$ cat src/rtl/wpc_pkg.sv
package wpc_pkg;
  localparam int unsigned DW = 32;
  localparam int unsigned NPER = 3;

  typedef enum logic [2:0] {
    TRG_LOW  = 3'd0,
    TRG_HIGH = 3'd1,
    TRG_FALL = 3'd2,
    TRG_RISE = 3'd3,
    TRG_NONE = 3'd4,
    TRG_ANY  = 3'd6
  } trig_e;

  localparam logic [11:0] OFF_STATUS = 12'h310;
  localparam logic [11:0] OFF_ENABLE = 12'h314;
  localparam logic [11:0] OFF_CLEAR  = 12'h318;
  localparam logic [11:0] OFF_ROUTE  = 12'h31C;
  localparam logic [11:0] OFF_CTL    = 12'h330;
  localparam logic [11:0] OFF_CFG    = 12'h334;
  localparam int unsigned PIN_STRIDE = 8;

  localparam int unsigned RT_PIN_IRQ  = 8;
  localparam int unsigned RT_PIN_WAKE = 24;
  localparam int unsigned RT_PER_IRQ  = 0;
  localparam int unsigned RT_PER_WAKE = 16;

  function automatic logic trig_is_edge(input logic [2:0] m);
    return (m == TRG_FALL) || (m == TRG_RISE) || (m == TRG_ANY);
  endfunction
endpackage

$ cat src/rtl/wpc_sync.sv
module wpc_sync #(
  parameter int unsigned W = 4
) (
  input  logic         clk,
  input  logic         rst_n,
  input  logic [W-1:0] d_i,
  output logic [W-1:0] q_o
);
  logic [W-1:0] meta_q;
  logic [W-1:0] stab_q;

  always_ff @(posedge clk or negedge rst_n) begin
    if (!rst_n) begin
      meta_q <= '0;
      stab_q <= '0;
    end else begin
      meta_q <= d_i;
      stab_q <= meta_q;
    end
  end

  assign q_o = stab_q;
endmodule

$ cat src/rtl/wpc_pin_det.sv
module wpc_pin_det
  import wpc_pkg::*;
(
  input  logic       clk,
  input  logic       rst_n,
  input  logic       lvl_i,
  input  logic [2:0] mode_i,
  input  logic       reload_i,
  input  logic       clr_i,
  output logic       stat_o
);
  logic prev_q;
  logic stat_q;
  logic hit;
  logic edge_mode;

  assign edge_mode = trig_is_edge(mode_i);

  always_comb begin
    unique case (mode_i)
      TRG_LOW:  hit = ~lvl_i;
      TRG_HIGH: hit = lvl_i;
      TRG_FALL: hit = prev_q & ~lvl_i;
      TRG_RISE: hit = ~prev_q & lvl_i;
      TRG_ANY:  hit = prev_q ^ lvl_i;
      default:  hit = 1'b0;
    endcase
  end

  always_ff @(posedge clk or negedge rst_n) begin
    if (!rst_n) begin
      prev_q <= 1'b0;
      stat_q <= 1'b0;
    end else begin
      if (reload_i || edge_mode) prev_q <= lvl_i;
      if (edge_mode) stat_q <= hit | (stat_q & ~clr_i);
      else if (clr_i) stat_q <= 1'b0;
      else stat_q <= stat_q | hit;
    end
  end

  assign stat_o = stat_q;

  AST_NO_TRIGGER_HOLDS: assert property (@(posedge clk) disable iff (!rst_n)
    (mode_i == TRG_NONE && !stat_q) |=> !stat_q);
  AST_EDGE_BEATS_CLEAR: assert property (@(posedge clk) disable iff (!rst_n)
    (edge_mode && hit && clr_i) |=> stat_q);
  AST_LEVEL_CLEAR_DROPS: assert property (@(posedge clk) disable iff (!rst_n)
    (!edge_mode && clr_i) |=> !stat_q);
endmodule

$ cat src/rtl/wakepin_ctrl.sv
module wakepin_ctrl
  import wpc_pkg::*;
#(
  parameter int unsigned NPIN = 4,
  parameter int unsigned AW   = 12
) (
  input  logic            clk,
  input  logic            rst_n,
  input  logic [AW-1:0]   reg_addr,
  input  logic            reg_we,
  input  logic [DW-1:0]   reg_wdata,
  output logic [DW-1:0]   reg_rdata,
  input  logic [NPIN-1:0] wake_pin_i,
  input  logic [NPER-1:0] per_irq_i,
  output logic            pin_irq_o,
  output logic [NPER-1:0] per_irq_o,
  output logic            wake_o
);
  localparam logic [DW-1:0] PIN_BITS   = DW'((64'd1 << NPIN) - 64'd1);
  localparam logic [DW-1:0] PER_BITS   = DW'((64'd1 << NPER) - 64'd1);
  localparam logic [DW-1:0] ROUTE_MASK = (PIN_BITS << RT_PIN_IRQ) | (PIN_BITS << RT_PIN_WAKE)
                                       | (PER_BITS << RT_PER_IRQ) | (PER_BITS << RT_PER_WAKE);

  logic [NPIN-1:0] lvl;
  logic [NPIN-1:0] stat;
  logic [NPIN-1:0] en_q;
  logic [DW-1:0]   route_q;
  logic [NPIN-1:0] clr_vec;
  logic [NPIN-1:0] ctl_wr;
  logic [NPIN-1:0] cfg_wr;
  logic [2:0]      mode_q  [NPIN];
  logic            flag_q  [NPIN];
  logic [DW-1:0]   cfg_q   [NPIN];

  wpc_sync #(.W(NPIN)) u_sync (
    .clk  (clk),
    .rst_n(rst_n),
    .d_i  (wake_pin_i),
    .q_o  (lvl)
  );

  assign clr_vec = (reg_we && reg_addr == AW'(OFF_CLEAR)) ? reg_wdata[NPIN-1:0] : '0;

  always_ff @(posedge clk or negedge rst_n) begin
    if (!rst_n) begin
      en_q    <= '0;
      route_q <= '0;
    end else if (reg_we) begin
      if (reg_addr == AW'(OFF_ENABLE)) en_q <= reg_wdata[NPIN-1:0];
      if (reg_addr == AW'(OFF_ROUTE))  route_q <= reg_wdata & ROUTE_MASK;
    end
  end

  for (genvar n = 0; n < NPIN; n++) begin : g_pin
    assign ctl_wr[n] = reg_we && (reg_addr == AW'(OFF_CTL + PIN_STRIDE * n));
    assign cfg_wr[n] = reg_we && (reg_addr == AW'(OFF_CFG + PIN_STRIDE * n));

    always_ff @(posedge clk or negedge rst_n) begin
      if (!rst_n) begin
        mode_q[n] <= TRG_NONE;
        flag_q[n] <= 1'b0;
        cfg_q[n]  <= '0;
      end else begin
        if (ctl_wr[n]) begin
          mode_q[n] <= reg_wdata[3:1];
          flag_q[n] <= reg_wdata[4];
        end
        if (cfg_wr[n]) cfg_q[n] <= reg_wdata;
      end
    end

    wpc_pin_det u_det (
      .clk     (clk),
      .rst_n   (rst_n),
      .lvl_i   (lvl[n]),
      .mode_i  (mode_q[n]),
      .reload_i(ctl_wr[n]),
      .clr_i   (clr_vec[n]),
      .stat_o  (stat[n])
    );
  end

  always_comb begin
    reg_rdata = '0;
    if (reg_addr == AW'(OFF_STATUS))      reg_rdata = DW'(stat);
    else if (reg_addr == AW'(OFF_ENABLE)) reg_rdata = DW'(en_q);
    else if (reg_addr == AW'(OFF_ROUTE))  reg_rdata = route_q;
    for (int n = 0; n < NPIN; n++) begin
      if (reg_addr == AW'(OFF_CTL + PIN_STRIDE * n))
        reg_rdata = DW'({flag_q[n], mode_q[n], lvl[n]});
      if (reg_addr == AW'(OFF_CFG + PIN_STRIDE * n))
        reg_rdata = cfg_q[n];
    end
  end

  assign pin_irq_o = |(stat & en_q & route_q[RT_PIN_IRQ +: NPIN]);
  assign per_irq_o = per_irq_i & route_q[RT_PER_IRQ +: NPER];
  assign wake_o    = |(stat & route_q[RT_PIN_WAKE +: NPIN])
                   | |(per_irq_i & route_q[RT_PER_WAKE +: NPER]);

  AST_IRQ_NEEDS_ENABLE: assert property (@(posedge clk) disable iff (!rst_n)
    pin_irq_o |-> (en_q != '0));
  AST_PER_OUT_SUBSET: assert property (@(posedge clk) disable iff (!rst_n)
    (per_irq_o & ~per_irq_i) == '0);
  AST_WAKE_NEEDS_ROUTE: assert property (@(posedge clk) disable iff (!rst_n)
    wake_o |-> ((route_q[RT_PIN_WAKE +: NPIN] != '0) || (route_q[RT_PER_WAKE +: NPER] != '0)));
  AST_ROUTE_IN_MASK: assert property (@(posedge clk) disable iff (!rst_n)
    (route_q & ~ROUTE_MASK) == '0);
endmodule

$ cat config.mk
export PLATFORM = sky130hd
export DESIGN_NAME = wakepin_ctrl
export DESIGN_NICKNAME = d
export VERILOG_FILES = /design/src/rtl/wpc_pkg.sv /design/src/rtl/wpc_sync.sv /design/src/rtl/wpc_pin_det.sv /design/src/rtl/wakepin_ctrl.sv
export SDC_FILE = /design/constraint.sdc
export NUM_CORES = 1
export LEC_CHECK = 0
export ABC_AREA = 1
export ABC_CLOCK_PERIOD_IN_PS = 1700
export BUFFER_PORTS_ARGS = -buffer_cell sky130_fd_sc_hd__buf_2
export CORE_MARGIN = 3
export CORE_UTILIZATION = 53
export CTS_CLUSTER_SIZE = 28
export DETAILED_ROUTE_END_ITERATION = 16
export HOLD_SLACK_MARGIN = 0.06
export PLACE_DENSITY = 0.79
export SYNTH_ARGS = -nofsm -noshare
export SYNTH_HDL_FRONTEND = slang
export SYNTH_SLANG_ARGS = --single-unit
$ cat constraint.sdc
create_clock -name clk -period 1.7 [get_ports clk]
set_input_delay 0.34 -clock clk [delete_from_list [all_inputs] [get_ports clk]]
set_output_delay 0.34 -clock clk [all_outputs]
set_load 0.005 [all_outputs]
* Word-level counts from Yosys, hierarchy flattened
Cells that the tools add are included.
** Word-level totals
- Input bits :: 54
- Register bits :: 178
- Logic and storage cells :: 148
- Output and inout port bits :: 37
** Cells by class
- Bitwise logic cells :: 42
- Multiplexer cells :: 24
- Equal/unequal tests :: 28
- Reduce and logical (&&, ||, !) cells :: 30
** Operators with widths (count)
- 2-to-1 mux 32 bit :: 8
- == test 12 x 10 -> 1 bit (second input constant) :: 12
- 2-to-1 mux 28 bit :: 3
- == test 3 x 2 -> 1 bit (second input constant) :: 8
- one-hot mux 1 bit (5 select lines) :: 4
- bitwise AND 1 bit :: 12
- bitwise AND 4 bit :: 3
- == test 3 x 1 -> 1 bit (second input constant) :: 4
- == test 3 bit (second input constant) :: 4
- zero test 3 bit :: 4
- logical OR 1 bit :: 12
- inverter 1 bit :: 12
- logical AND 1 bit :: 9
- bitwise OR 1 bit :: 9
- 2-to-1 mux 1 bit :: 8
- OR reduction 4 bit :: 2
- bitwise AND 3 bit :: 2
- 2-to-1 mux 4 bit :: 1
- AND reduction 2 bit :: 2
- bitwise XOR 1 bit :: 4
- OR reduction 3 bit :: 1

* Longest topological paths before layout
Gate-level depths: netlist of run 1.
- Depth in word-level cells :: 12
- Gate-level depth with buffers :: 17
- Depth with buffers taken out :: 16

* Modules after synthesis
From an unflattened synthesis of run 1, not the netlist that was laid out.
** Unflattened totals
- Cell total of the unflattened synthesis :: 1009
- Area total of the unflattened synthesis :: 8597.0 µm²
** By module, submodules not included
- wakepin_ctrl :: cells each 885, area an instance 7656.1 µm², seq. area each 4058.9 µm², times used 1
- wpc_pin_det :: cells each 29, area an instance 185.2 µm², seq. area each 50.0 µm², times used 4
- wpc_sync :: cells each 8, area an instance 200.2 µm², seq. area each 200.2 µm², times used 1

* Worst setup path after synthesis of run 1
No wires, ideal clock.
- Path kind :: input to output
- Start point :: in reg_addr[9]
- End point :: out reg_rdata[0]
- Cell stages on the path :: 14
- Data arrival time :: 1.427 ns
- Setup slack :: -0.067 ns
- Required time :: 1.360 ns
- Path buffers :: 0
- Cells stage by stage :: nand2_1 -> nor2_2 -> nand2_2 -> nor2_8 -> nand3_1 -> nand2_1 -> nand2_1 -> nand2_1 -> nand2_1 -> nand2_1 -> nand2_1 -> nand2_1 -> nand2_1 -> a21oi_2
** Between the ends
- Word-level cells in the longest chain between the ends :: 12
** RTL lines
- from (decl) :: RTL line wakepin_ctrl.sv:9 : input logic [AW-1:0] reg_addr,
- == test 12 x 10 -> 1 bit :: RTL line wakepin_ctrl.sv:87 : else if (reg_addr == AW'(OFF_ROUTE)) reg_rdata = route_q;
- 2-to-1 mux 28 bit :: RTL line wakepin_ctrl.sv:87
- 2-to-1 mux 28 bit :: RTL line wakepin_ctrl.sv:86 : else if (reg_addr == AW'(OFF_ENABLE)) reg_rdata = DW'(en_q);
- 2-to-1 mux 28 bit :: RTL line wakepin_ctrl.sv:85 : if (reg_addr == AW'(OFF_STATUS)) reg_rdata = DW'(stat);
- 2-to-1 mux 32 bit :: RTL line wakepin_ctrl.sv:89 : if (reg_addr == AW'(OFF_CTL + PIN_STRIDE * n))
- 2-to-1 mux 32 bit :: RTL line wakepin_ctrl.sv:91 : if (reg_addr == AW'(OFF_CFG + PIN_STRIDE * n))
- 2-to-1 mux 32 bit :: RTL line wakepin_ctrl.sv:89
- 2-to-1 mux 32 bit :: RTL line wakepin_ctrl.sv:91
- 2-to-1 mux 32 bit :: RTL line wakepin_ctrl.sv:89
- 2-to-1 mux 32 bit :: RTL line wakepin_ctrl.sv:91
- 2-to-1 mux 32 bit :: RTL line wakepin_ctrl.sv:89
- 2-to-1 mux 32 bit (*) :: RTL line wakepin_ctrl.sv:91
- to (decl) :: RTL line wakepin_ctrl.sv:12 : output logic [DW-1:0] reg_rdata,
Mark *: on every way between the ends. The rest lies on a longest branch, timed or not.

* Worst setup path after layout of run 1
- Start point :: in reg_addr[1]
- End point :: out reg_rdata[0]
Same word-level chain as after synthesis.

==> impl_results.md, run 1 <==
- Grt ovf: 0
- Die X: 131.8 um
- Sequential Area: 4461 sq um
- Area grow syn2layout: 32.02%
- Top_reg_cell synth: dfrtp_1
- Number of flops mapped to enable cells by yosys: 0
- Top layer reached by signal wires: met4
- CTS clk-pin slew, worst paths: 0.07 ns
- Worst-Skew Late Latency: 0.43 ns
- Area of the multi-input gates: 3745 sq um
- DP HPWL: 14.83 mm
- Fin crit share: 1.295
- Mapped Area: 8383 sq um
- Leak: 5.561 nW
- H-tree levels: 4
- Hold Fails Final Rpt: 0
- Synth top cells by count: nand2_1 (349), dfrtp_1 (174), o21ai_0 (146)
- CTS Sinks: 178
- Post-synthesis async set-or-reset flop share: 1.000
- Die ar.: 17360 sq um
- Max_cap viols: 0
- VDD IR max: 0.9088 mV
- Core Rows: 45
- Violated checks: setup timing
- Wire per inst: 17.96 um
- Max Buffers Root-to-Sink: 2
- Inserted Diodes: 0
- Status: finished, violations left
- Post-route cell area: 11070 sq um
- Post-route worst setup slack: -0.5018 ns
- FMAX: 454.2 MHz
- CP Data Required Time: 1.36 ns
- CTS tree: built
- Total power per unit cell area: 799.9 nW/um^2
- Initial Util: 0.5474
- Family with the most delay on the worst path: simple AND/OR/NAND/NOR gates
- Least-Margin Pin Slew: 0.4867 ns
- CP arrival: 1.86 ns
- Crit Path Max Fanout: 4
- Filler Cells Inserted: 1051
- Number of antenna violations at the first check in global routing: 0
- Vias in the first global route: 7539
- Crit-path most repeated cell: nand2_1
- CP max stage delay: 0.14 ns
- Root buffer cell: clkbuf_16
- DR vias/cell: 5.777
- Worst path slowest cell: nor2_4
- Startpoint types: input pin
- Sequential element share of the synthesized area: 0.5319
- # nets final: 1230
- Slew Viols, Final: 0
- Buffers & Inverters on Critical Path: 4
- Top-count cell post-synth: nand2_1
- Layout Skew: 0.003569 ns
- WL met2: 11.72 mm
- Global-route wire length before repair: 37.23 mm
- Power Total: 8.852 mW
- Cell taking the most area after synthesis: dfrtp_1
- Worst Hold Class: in2reg
- Post-synthesis net count: 1075
- Met3 Wirelength: 2.108 mm
- DRT antenna net count: 0
- Rel. slew slack: 0.6752
- Largest net degree at the start of global routing: 57
- Yosys warns: 0
- Top cells by area, synth: dfrtp_1 (52%), nand2_1 (16%), o21ai_0 (8.7%)
- Critical path capture point type: output pin
- Buffers on Ports: 90
- RSZ-0062 raised after global routing: true
- Minimum hold slack: 0.1978 ns
- Core Region: 15310 sq um
- Gpl congestion: 0.9077
- Synth unique cells: 38
- Min Tclk post-route: 2.202 ns
- Fin util: 0.7226
- Routed vias: 8041
- Syn Inst Count: 1013
- Final std cells w/o fill: 1392
- Setup TNS: -11.39 ns
- Num CTS Buffers: 17
- WL met1: 10.17 mm
- # IOs: 91
- Drt pass-1 iters: 6
- Detailed Route Iter0 Violations: 988
- Setup WS pre-CTS: -0.4719 ns
- Setup-failing EPs final: 55
- DP Cell Count: 1327
- Synth Register Bits: 178
- Synth top area share: 0.5194
- Critical setup path kind: in2out
- Fraction of layout cells with a size suffix above 1: 0.2760
- DRC: 0
- Total GRT Usage: 0.2658
- DP Area: 9528 sq um
- Avg Synthesized Cell Area: 8.275 sq um
- WL final: 25.01 mm
- DIE HEIGHT: 131.8 um
- Critical Path, Cell by Cell: buf_6 > nor2_4 > buf_6 > nand2_8 > nor2_8 > nand3_1 > nand2_1 > inv_1 > nand2_1 > nand2_1 > nand2_1 > nand2_1 > nand2_1 > nand2_1 > nand2_1 > nand2_1 > a21oi_2 > buf_2
==> where the power goes <==
group	internal (mW)	switching (mW)	total, mW	leakage, nW
combinational	0.172	0.300	0.472	2.83
sequential	4.27	0.0264	4.30	2.43
clock	2.30	1.78	4.08	0.299
==> per-layer routing <==
metal  vias to the layer above  GRT usage
met4                         0    0.09510
li1                       3657          -
met5                         -          0
met3                       101    0.05992
met2                       444     0.4226
met1                      3839     0.3628
==> worst reg2reg max path: cells and delay by family, from the launching register on <==
kind / cells / cell delay, ns
simple gates: 3 / 0.28
fa+ha+maj: 1 / 0.18
buf+inv: 2 / 0.23
compound gates: 3 / 0.26
flops: 1 / 0.42
==> cell type report <==
cell class | instances | share of cell area
clock buffers | 19 | 0.04093
well taps | 211 | 0.02386
repair buffers | 179 | 0.1444
flip-flops and latches | 178 | 0.4031
clock inverters | 13 | 0.01526
multi-input cells | 702 | 0.3384
inverters | 90 | 0.03414
==> flip-flops by register name, summed over array words and instances (netlist names) <==
signal and cells:
cfg_q 128, route_q 14, mode_q 12, en_q 4, flag_q 4, g_pin.u_det.prev_q 4, g_pin.u_det.stat_o 4, u_sync.meta_q 4
u_sync.q_o 4
==> repair_timing <==
action                                  4_1_cts  5_1_grt
setup buffers                                12        8
resized for setup                            51      115
hold buffers                                  5        0
pin swaps                                    20       18
gates cloned                                  2        7
hold endpoints to repair                     36        0
endpoints found under the setup margin       33       36
==> path summary, 6_finish.rpt <==
path	from	end	slack [ns]	cells after the start
max in group asynchronous	rst_n	cfg_q[14]$_DFFE_PN0P_	0.69	3
setup reg to reg	u_sync.q_o[3]$_DFF_PN0_	g_pin[3].u_det.stat_o$_DFF_PN0_	0.19	9
min in group asynchronous	rst_n	u_sync.meta_q[1]$_DFF_PN0_	0.40	2
hold / removal	reg_wdata[13]	cfg_q[45]$_DFFE_PN0P_	0.20	3
setup / recovery	reg_addr[1]	reg_rdata[0]	-0.50	18
hold reg to reg	u_sync.meta_q[3]$_DFF_PN0_	u_sync.q_o[3]$_DFF_PN0_	0.35	0
==> placed cells by master (no fill, tap or decap), types with 5 or more instances in the layout <==
cell type      instances
o21ai_1               58
buf_12                16
o211ai_1              16
nand2_2               35
nor2_1                14
nand3_1               18
nand2_4               20
clkbuf_16             24
o21ai_0              124
inv_1                 74
a31oi_1                6
nand2_1              305
buf_2                 78
a21oi_1                5
nand4_1               35
buf_6                 23
inv_4                  9
dlygate4sd3_1          5
inv_2                  5
o21ai_2               12
dfrtp_1              173
ha_1                   8
nor2_4                11
buf_4                 48
==> kinds of logic after synthesis <==
group	count (synthesis)	synth area share
buffers and inverters	133	0.06537
DFF	178	0.5319
adders and majority gates	8	0.01194
xor gates and xnor gates	1	0.001045
AOI/OAI and AO/OA	231	0.1475
and+or+nand+nor	462	0.2422
Note: power is estimated with default switching activity, not from simulation.
==> run 2, diff against run 1 <==
ABC_CLOCK_PERIOD_IN_PS = 1860   (was 1700)
clock period = 1.86 ns   (was 1.7 ns; I/O delays follow)
==> run 2 against run 1 <==
  * The flow still finishes with violations (setup timing)
  * Sequential share of layout area grew 1.5 points
  * Clock power shrank 8.3%
  * Clock skew grew 0.0022 ns
  * Sequential power fell by 8.6%
  * Critical path depth down 1
  * Highest routed layer is now met5
==> impl_results.md, run 2 (synthesis results as in run 1) <==
- Worst Setup SP: reg_addr[10]
- DRT antenna net count: 0
- Final std cells w/o fill: 1384
- Reg2Reg Depth: 8
- Max Buffers Root-to-Sink: 2
- CTS Sinks: 178
- Worst Hold Class: in2reg
- DP HPWL: 15.26 mm
- Max FFs per register: 128
- FMAX: 450.2 MHz
- Status: finished, violations left
- Filler Cells Inserted: 1202
- DR vias/cell: 5.514
- Hold Startpoint: reg_wdata[13]
- # nets final: 1222
- Min Tclk post-route: 2.221 ns
- Least-Margin Pin Slew: 0.4667 ns
- Wire per inst: 16.79 um
- GR met3 Demand/Resource: 0.04962
- Met2 Track Usage GR: 0.4513
- Family with the most delay on the worst path: simple AND/OR/NAND/NOR gates
- VDD IR max: 0.7120 mV
- DP Cell Count: 1331
- Gr busiest metal: met2
- CP max stage delay: 0.18 ns
- Startpoint types: input pin
- Most frequent cells in the layout: nand2_1 (338), dfrtp_1 (173), o21ai_0 (142)
- Rel. slew slack: 0.6885
- Hold path cells: 3
- Initial Util: 0.5474
- RR Startpoint: u_sync.q_o[2]$_DFF_PN0_
- Total GRT Usage: 0.2698
- Fin crit share: 1.194
- Critical path capture point type: output pin
- Violated checks: setup timing
- Die X: 131.8 um
- # IOs: 91
- RSZ-0062 raised after global routing: true
- H-tree levels: 4
- Core Region: 15310 sq um
- Crit Reg-Reg Endpoint: g_pin[2].u_det.stat_o$_DFF_PN0_
- Crit. path cell count: 17
- Buffers on Ports: 90
- Setup-failing EPs final: 33
- Minimum hold slack: 0.2280 ns
- Met1 usage: 0.3524
- CP Data Required Time: 1.49 ns
- Number of antenna violations at the first check in global routing: 1
- Largest net degree at the start of global routing: 55
- Worst path slowest cell: nor2_4
- Top flop regs: cfg_q (128), route_q (14), mode_q (12)
- DP Area: 9552 sq um
- Routed vias: 7632
- CP arrival: 1.85 ns
- Hold Fails Final Rpt: 0
- WL final: 23.24 mm
- DIE HEIGHT: 131.8 um
- Drt pass-1 iters: 5
- Power Total: 8.078 mW
- Vias in the first global route: 7453
- Num CTS Buffers: 17
- Crit Path Max Fanout: 4
- Detailed Route Iter0 Violations: 651
- Largest register by flop count: cfg_q
- Worst-Skew Late Latency: 0.43 ns
- Post-route worst setup slack: -0.3614 ns
- Inserted Diodes: 0
- Most common cell after layout, fill and taps aside: nand2_1
- Core Rows: 45
- Gpl congestion: 0.9755
- Worst setup path end: reg_rdata[0]
- DRC: 0
- Fraction of layout cells with a size suffix above 1: 0.2276
- Global-route wire length before repair: 37.49 mm
- Critical Path, Cell by Cell: buf_2 > inv_2 > nand2_2 > nor2_4 > nand2_4 > nor2_8 > nand3_2 > nand2_1 > nand2_1 > nand2_1 > nand2_1 > nand2_1 > nand2_1 > nand2_1 > nand2_1 > a21oi_2 > buf_2
- Slew Viols, Final: 0
- Max_cap viols: 0
- Root buffer cell: clkbuf_16
- Post-route cell area: 10670 sq um
- Crit-path most repeated cell: nand2_1
- Total power per unit cell area: 757.0 nW/um^2
- Area grow syn2layout: 27.30%
- Grt ovf: 0
- Leak: 5.309 nW
- CTS clk-pin slew, worst paths: 0.07 ns
- Reg2reg setup slack: 0.38 ns
- Buffers & Inverters on Critical Path: 3
- Die ar.: 17360 sq um
- Critical setup path kind: in2out
- Layout Skew: 0.005816 ns
- CTS tree: built
## run 2: changes by cell type in the layout (fill, tap and decap cells not counted), moves of 3 or more
cell / change
buf_2: +4
nand2_4: -8
clkinv_2: +3
o21ai_0: +18
o21ai_1: -8
nand2_2: -23
nand2_1: +33
o21ai_2: -10
clkbuf_16: -7
inv_4: -5
nor2_1: +3
buf_6: -9
## run 2: tightest hold or removal path: cells and delay by family
family                 cells  cell delay [ns]
buffers and inverters      2             0.12
AOI/OAI and AO/OA          1             0.12
## run 2: metrics by stage
step | util | worst slack, ns | TNS, ns
detailed placement | 0.6237 | -0.3443 | -14.18
floorplan | - | 0.02857 | 0
global placement | 0.6237 | -0.3546 | -12.50
finish | 0.6968 | -0.3614 | -8.949
CTS | 0.6881 | -0.3544 | -7.666
global route | 0.6968 | -0.4869 | -11.29
## run 2: worst min-delay path by stage
stage                     slack [ns]                           endpoint
final                           0.23              cfg_q[45]$_DFFE_PN0P_
after global routing            0.24              cfg_q[94]$_DFFE_PN0P_
after CTS                       0.22              cfg_q[45]$_DFFE_PN0P_
after detailed placement        0.31  g_pin[0].u_det.prev_q$_DFFE_PN0P_
after global placement          0.31  g_pin[0].u_det.prev_q$_DFFE_PN0P_
after floorplan                 0.08               cfg_q[0]$_DFFE_PN0P_
## run 2: layout make-up
type	count	area, sq um	area share
flip-flops and latches	178	4461	0.4180
multi-input cells	702	3527	0.3305
repair buffers	171	1434	0.1344
clock buffers	19	442.9	0.04151
inverters	90	367.9	0.03447
well taps	211	264.0	0.02474
clock inverters	13	175.2	0.01641
## run 2: power by group
part	internal, mW	switching (mW)	leakage (nW)
clock	2.18	1.57	0.302
sequential	3.90	0.0233	2.43
combinational	0.147	0.259	2.58
total	6.23	1.85	5.31
## run 2: repair_timing
action | in CTS | in global routing
pin swaps | 26 | 20
endpoints found under the hold margin | 33 | 0
gates resized for setup | 44 | 26
endpoints found under the setup margin | 33 | 33
gates cloned | 3 | 0
hold buffers | 5 | 0
setup buffers | 7 | 7
## run 2: per-layer routing
layer | up-vias | wire, um
li1 | 3624 | -
met1 | 3646 | 9662
met2 | 304 | 11340
met3 | 56 | 1523
met4 | 2 | 698
met5 | - | 8
==> run 3, diff against run 2 <==
PLACE_DENSITY = 0.76   (was 0.79)
==> run 3 against run 2 <==
  * The flow still finishes with violations (setup timing)
  * Core utilization is 1.4 points higher
  * Final area is 2.1% higher
  * Non-clock buffer count is 7 higher
  * Hold slack worse by 0.0083 ns
  * Via count is 0.54% higher
  * Cell count is 0.43% higher
  * Count of clock-buffer cells in the layout is 2 higher
  * Sequential power hardly changed
  * Register-to-register slack worse by 0.23 ns
  * Worst setup slack worse by 0.012 ns
  * Combinational power is 3% higher
  * Critical path depth is 2 lower
  * Critical path type unchanged
==> impl_results.md, run 3 (synthesis results as in run 1) <==
- Status: finished, violations left
- Violated checks: setup timing
- CTS clk-pin slew, worst paths: 0.06 ns
- Hold Startpoint: reg_wdata[7]
- Inserted Diodes: 0
- Wire per inst: 17.33 um
- Crit Path Max Fanout: 4
- Critical setup path kind: in2out
- Setup-failing EPs final: 33
- Area grow syn2layout: 29.91%
- Core Rows: 45
- Layout Skew: 0.002929 ns
- Leak: 5.545 nW
- Fraction of layout cells with a size suffix above 1: 0.2604
- Setup WS pre-CTS: -0.3715 ns
- DR vias/cell: 5.520
- Worst path slowest cell: nor2_4
- Die ar.: 17360 sq um
- DP HPWL: 15.35 mm
- Minimum hold slack: 0.2197 ns
- Detailed Route Iter0 Violations: 625
- Critical path capture point type: output pin
- Filler Cells Inserted: 1185
- Power Total: 7.836 mW
- Top flop regs: cfg_q (128), route_q (14), mode_q (12)
- Rel. slew slack: 0.6783
- Total power per unit cell area: 719.5 nW/um^2
- RSZ-0062 raised after global routing: true
- DIE HEIGHT: 131.8 um
- Initial Util: 0.5474
- Grt ovf: 0
- Most common cell after layout, fill and taps aside: nand2_1
- Post-route worst setup slack: -0.3732 ns
- Max_cap viols: 0
- Area of the multi-input gates: 3680 sq um
- Buffers on Ports: 90
- CP Data Required Time: 1.49 ns
- Max Buffers Root-to-Sink: 2
- Worst Hold Class: in2reg
- Min Tclk post-route: 2.233 ns
- DRT antenna net count: 0
- CP max stage delay: 0.18 ns
- Largest net degree at the start of global routing: 55
- Least-Margin Pin Slew: 0.4789 ns
- RR Startpoint: u_sync.q_o[3]$_DFF_PN0_
- # nets final: 1229
- Total GRT Usage: 0.2743
- Drt pass-1 iters: 6
- Crit-path most repeated cell: nand2_1
- CTS tree: built
- Max FFs per register: 128
- Worst-Skew Late Latency: 0.43 ns
- Fin crit share: 1.201
- Largest register by flop count: cfg_q
- # IOs: 91
- Worst Setup SP: reg_addr[10]
- DRC: 0
- Vias in the first global route: 7434
- Die X: 131.8 um
- Startpoint types: input pin
- Sequential Area: 4462 sq um
- Critical Path, Cell by Cell: buf_8 > nor2_4 > nand2_8 > nor2_4 > nand2_2 > o21ai_1 > inv_1 > nand2_2 > nand2_1 > nand2_1 > nand2_1 > nand2_1 > nand2_2 > a21oi_2 > buf_2
- CP arrival: 1.86 ns
- Most frequent cells in the layout: nand2_1 (309), dfrtp_1 (172), o21ai_0 (143)
- Hold Fails Final Rpt: 0
- VDD IR max: 0.7114 mV
- Root buffer cell: clkbuf_16
- CTS Sinks: 178
- Core Region: 15310 sq um
- Setup TNS: -8.356 ns
- FMAX: 447.8 MHz
- H-tree levels: 4
- Routed vias: 7673
- Global-route wire length before repair: 38.23 mm
- Number of antenna violations at the first check in global routing: 0
- Gpl congestion: 0.9419
- Num CTS Buffers: 17
- Slew Viols, Final: 0
- WL final: 24.09 mm
run 3: cell count changes in the layout (fill, tap and decap cells not counted), sizes merged:
| cell | delta |
|---|---|
| inv | -1 |
| clkinv | -1 |
| bufbuf | -2 |
| clkinvlp | +1 |
| buf | +8 |
| bufinv | -2 |
| clkbuf | +3 |
run 3: layer usage:
metal,up-vias,global-route usage,routed length [um]
li1,3633,-,-
met1,3679,0.3695,10240
met2,309,0.4438,11500
met3,52,0.05382,1618
met4,0,0.1050,728
met5,-,0,0
run 3: path summary, 6_finish.rpt:
check / endpoint / cells after the start / slack (ns)
max: reg_rdata[0] / 15 / -0.37
min: cfg_q[7]$_DFFE_PN0P_ / 3 / 0.22
max reg2reg: g_pin[3].u_det.stat_o$_DFF_PN0_ / 8 / 0.15
min reg2reg: u_sync.q_o[1]$_DFF_PN0_ / 0 / 0.35
max in group asynchronous: mode_q[11]$_DFFE_PN1P_ / 3 / 0.87
min in group asynchronous: u_sync.q_o[3]$_DFF_PN0_ / 2 / 0.32
run 3: power by group:
group	internal [mW]	switching (mW)	leakage, nW	total (mW)
registers	3.90	0.0242	2.43	3.93
clock network	1.96	1.53	0.279	3.49
logic	0.155	0.263	2.84	0.418
total	6.02	1.82	5.54	7.84
run 3: timing repair:
item                       CTS  global route
hold buffers                 5             0
setup endpoints to repair   33            33
pin swaps                   31            29
resized for setup           78            56
setup buffers               14             9
gates cloned                 4             1
hold endpoints to repair   146             0
run 3: cell type report:
cell class,instances,area share
sequential,178,0.4097
multi-input combinational,702,0.3379
timing repair buffer,178,0.1418
clock buffer,21,0.04320
inverter,90,0.03401
tap,211,0.02424
clock inverter,10,0.009191
run 3: critical path, delay by kind of cell:
| kind | cells | cell delay [ns] |
|---|---|---|
| AND/OR/NAND/NOR | 10 | 0.94 |
| AO/OA/AOI/OAI | 2 | 0.25 |
| buffers and inverters | 3 | 0.28 |
run 3: through the flow:
stage               area [sq um]    util  instances
CTS                        10600  0.6920       1381
detailed placement          9497  0.6201       1327
global placement            9497  0.6201       1327
floorplan                   8383       -       1013
global route               10890  0.7111       1390
finish                     10890  0.7111       1390
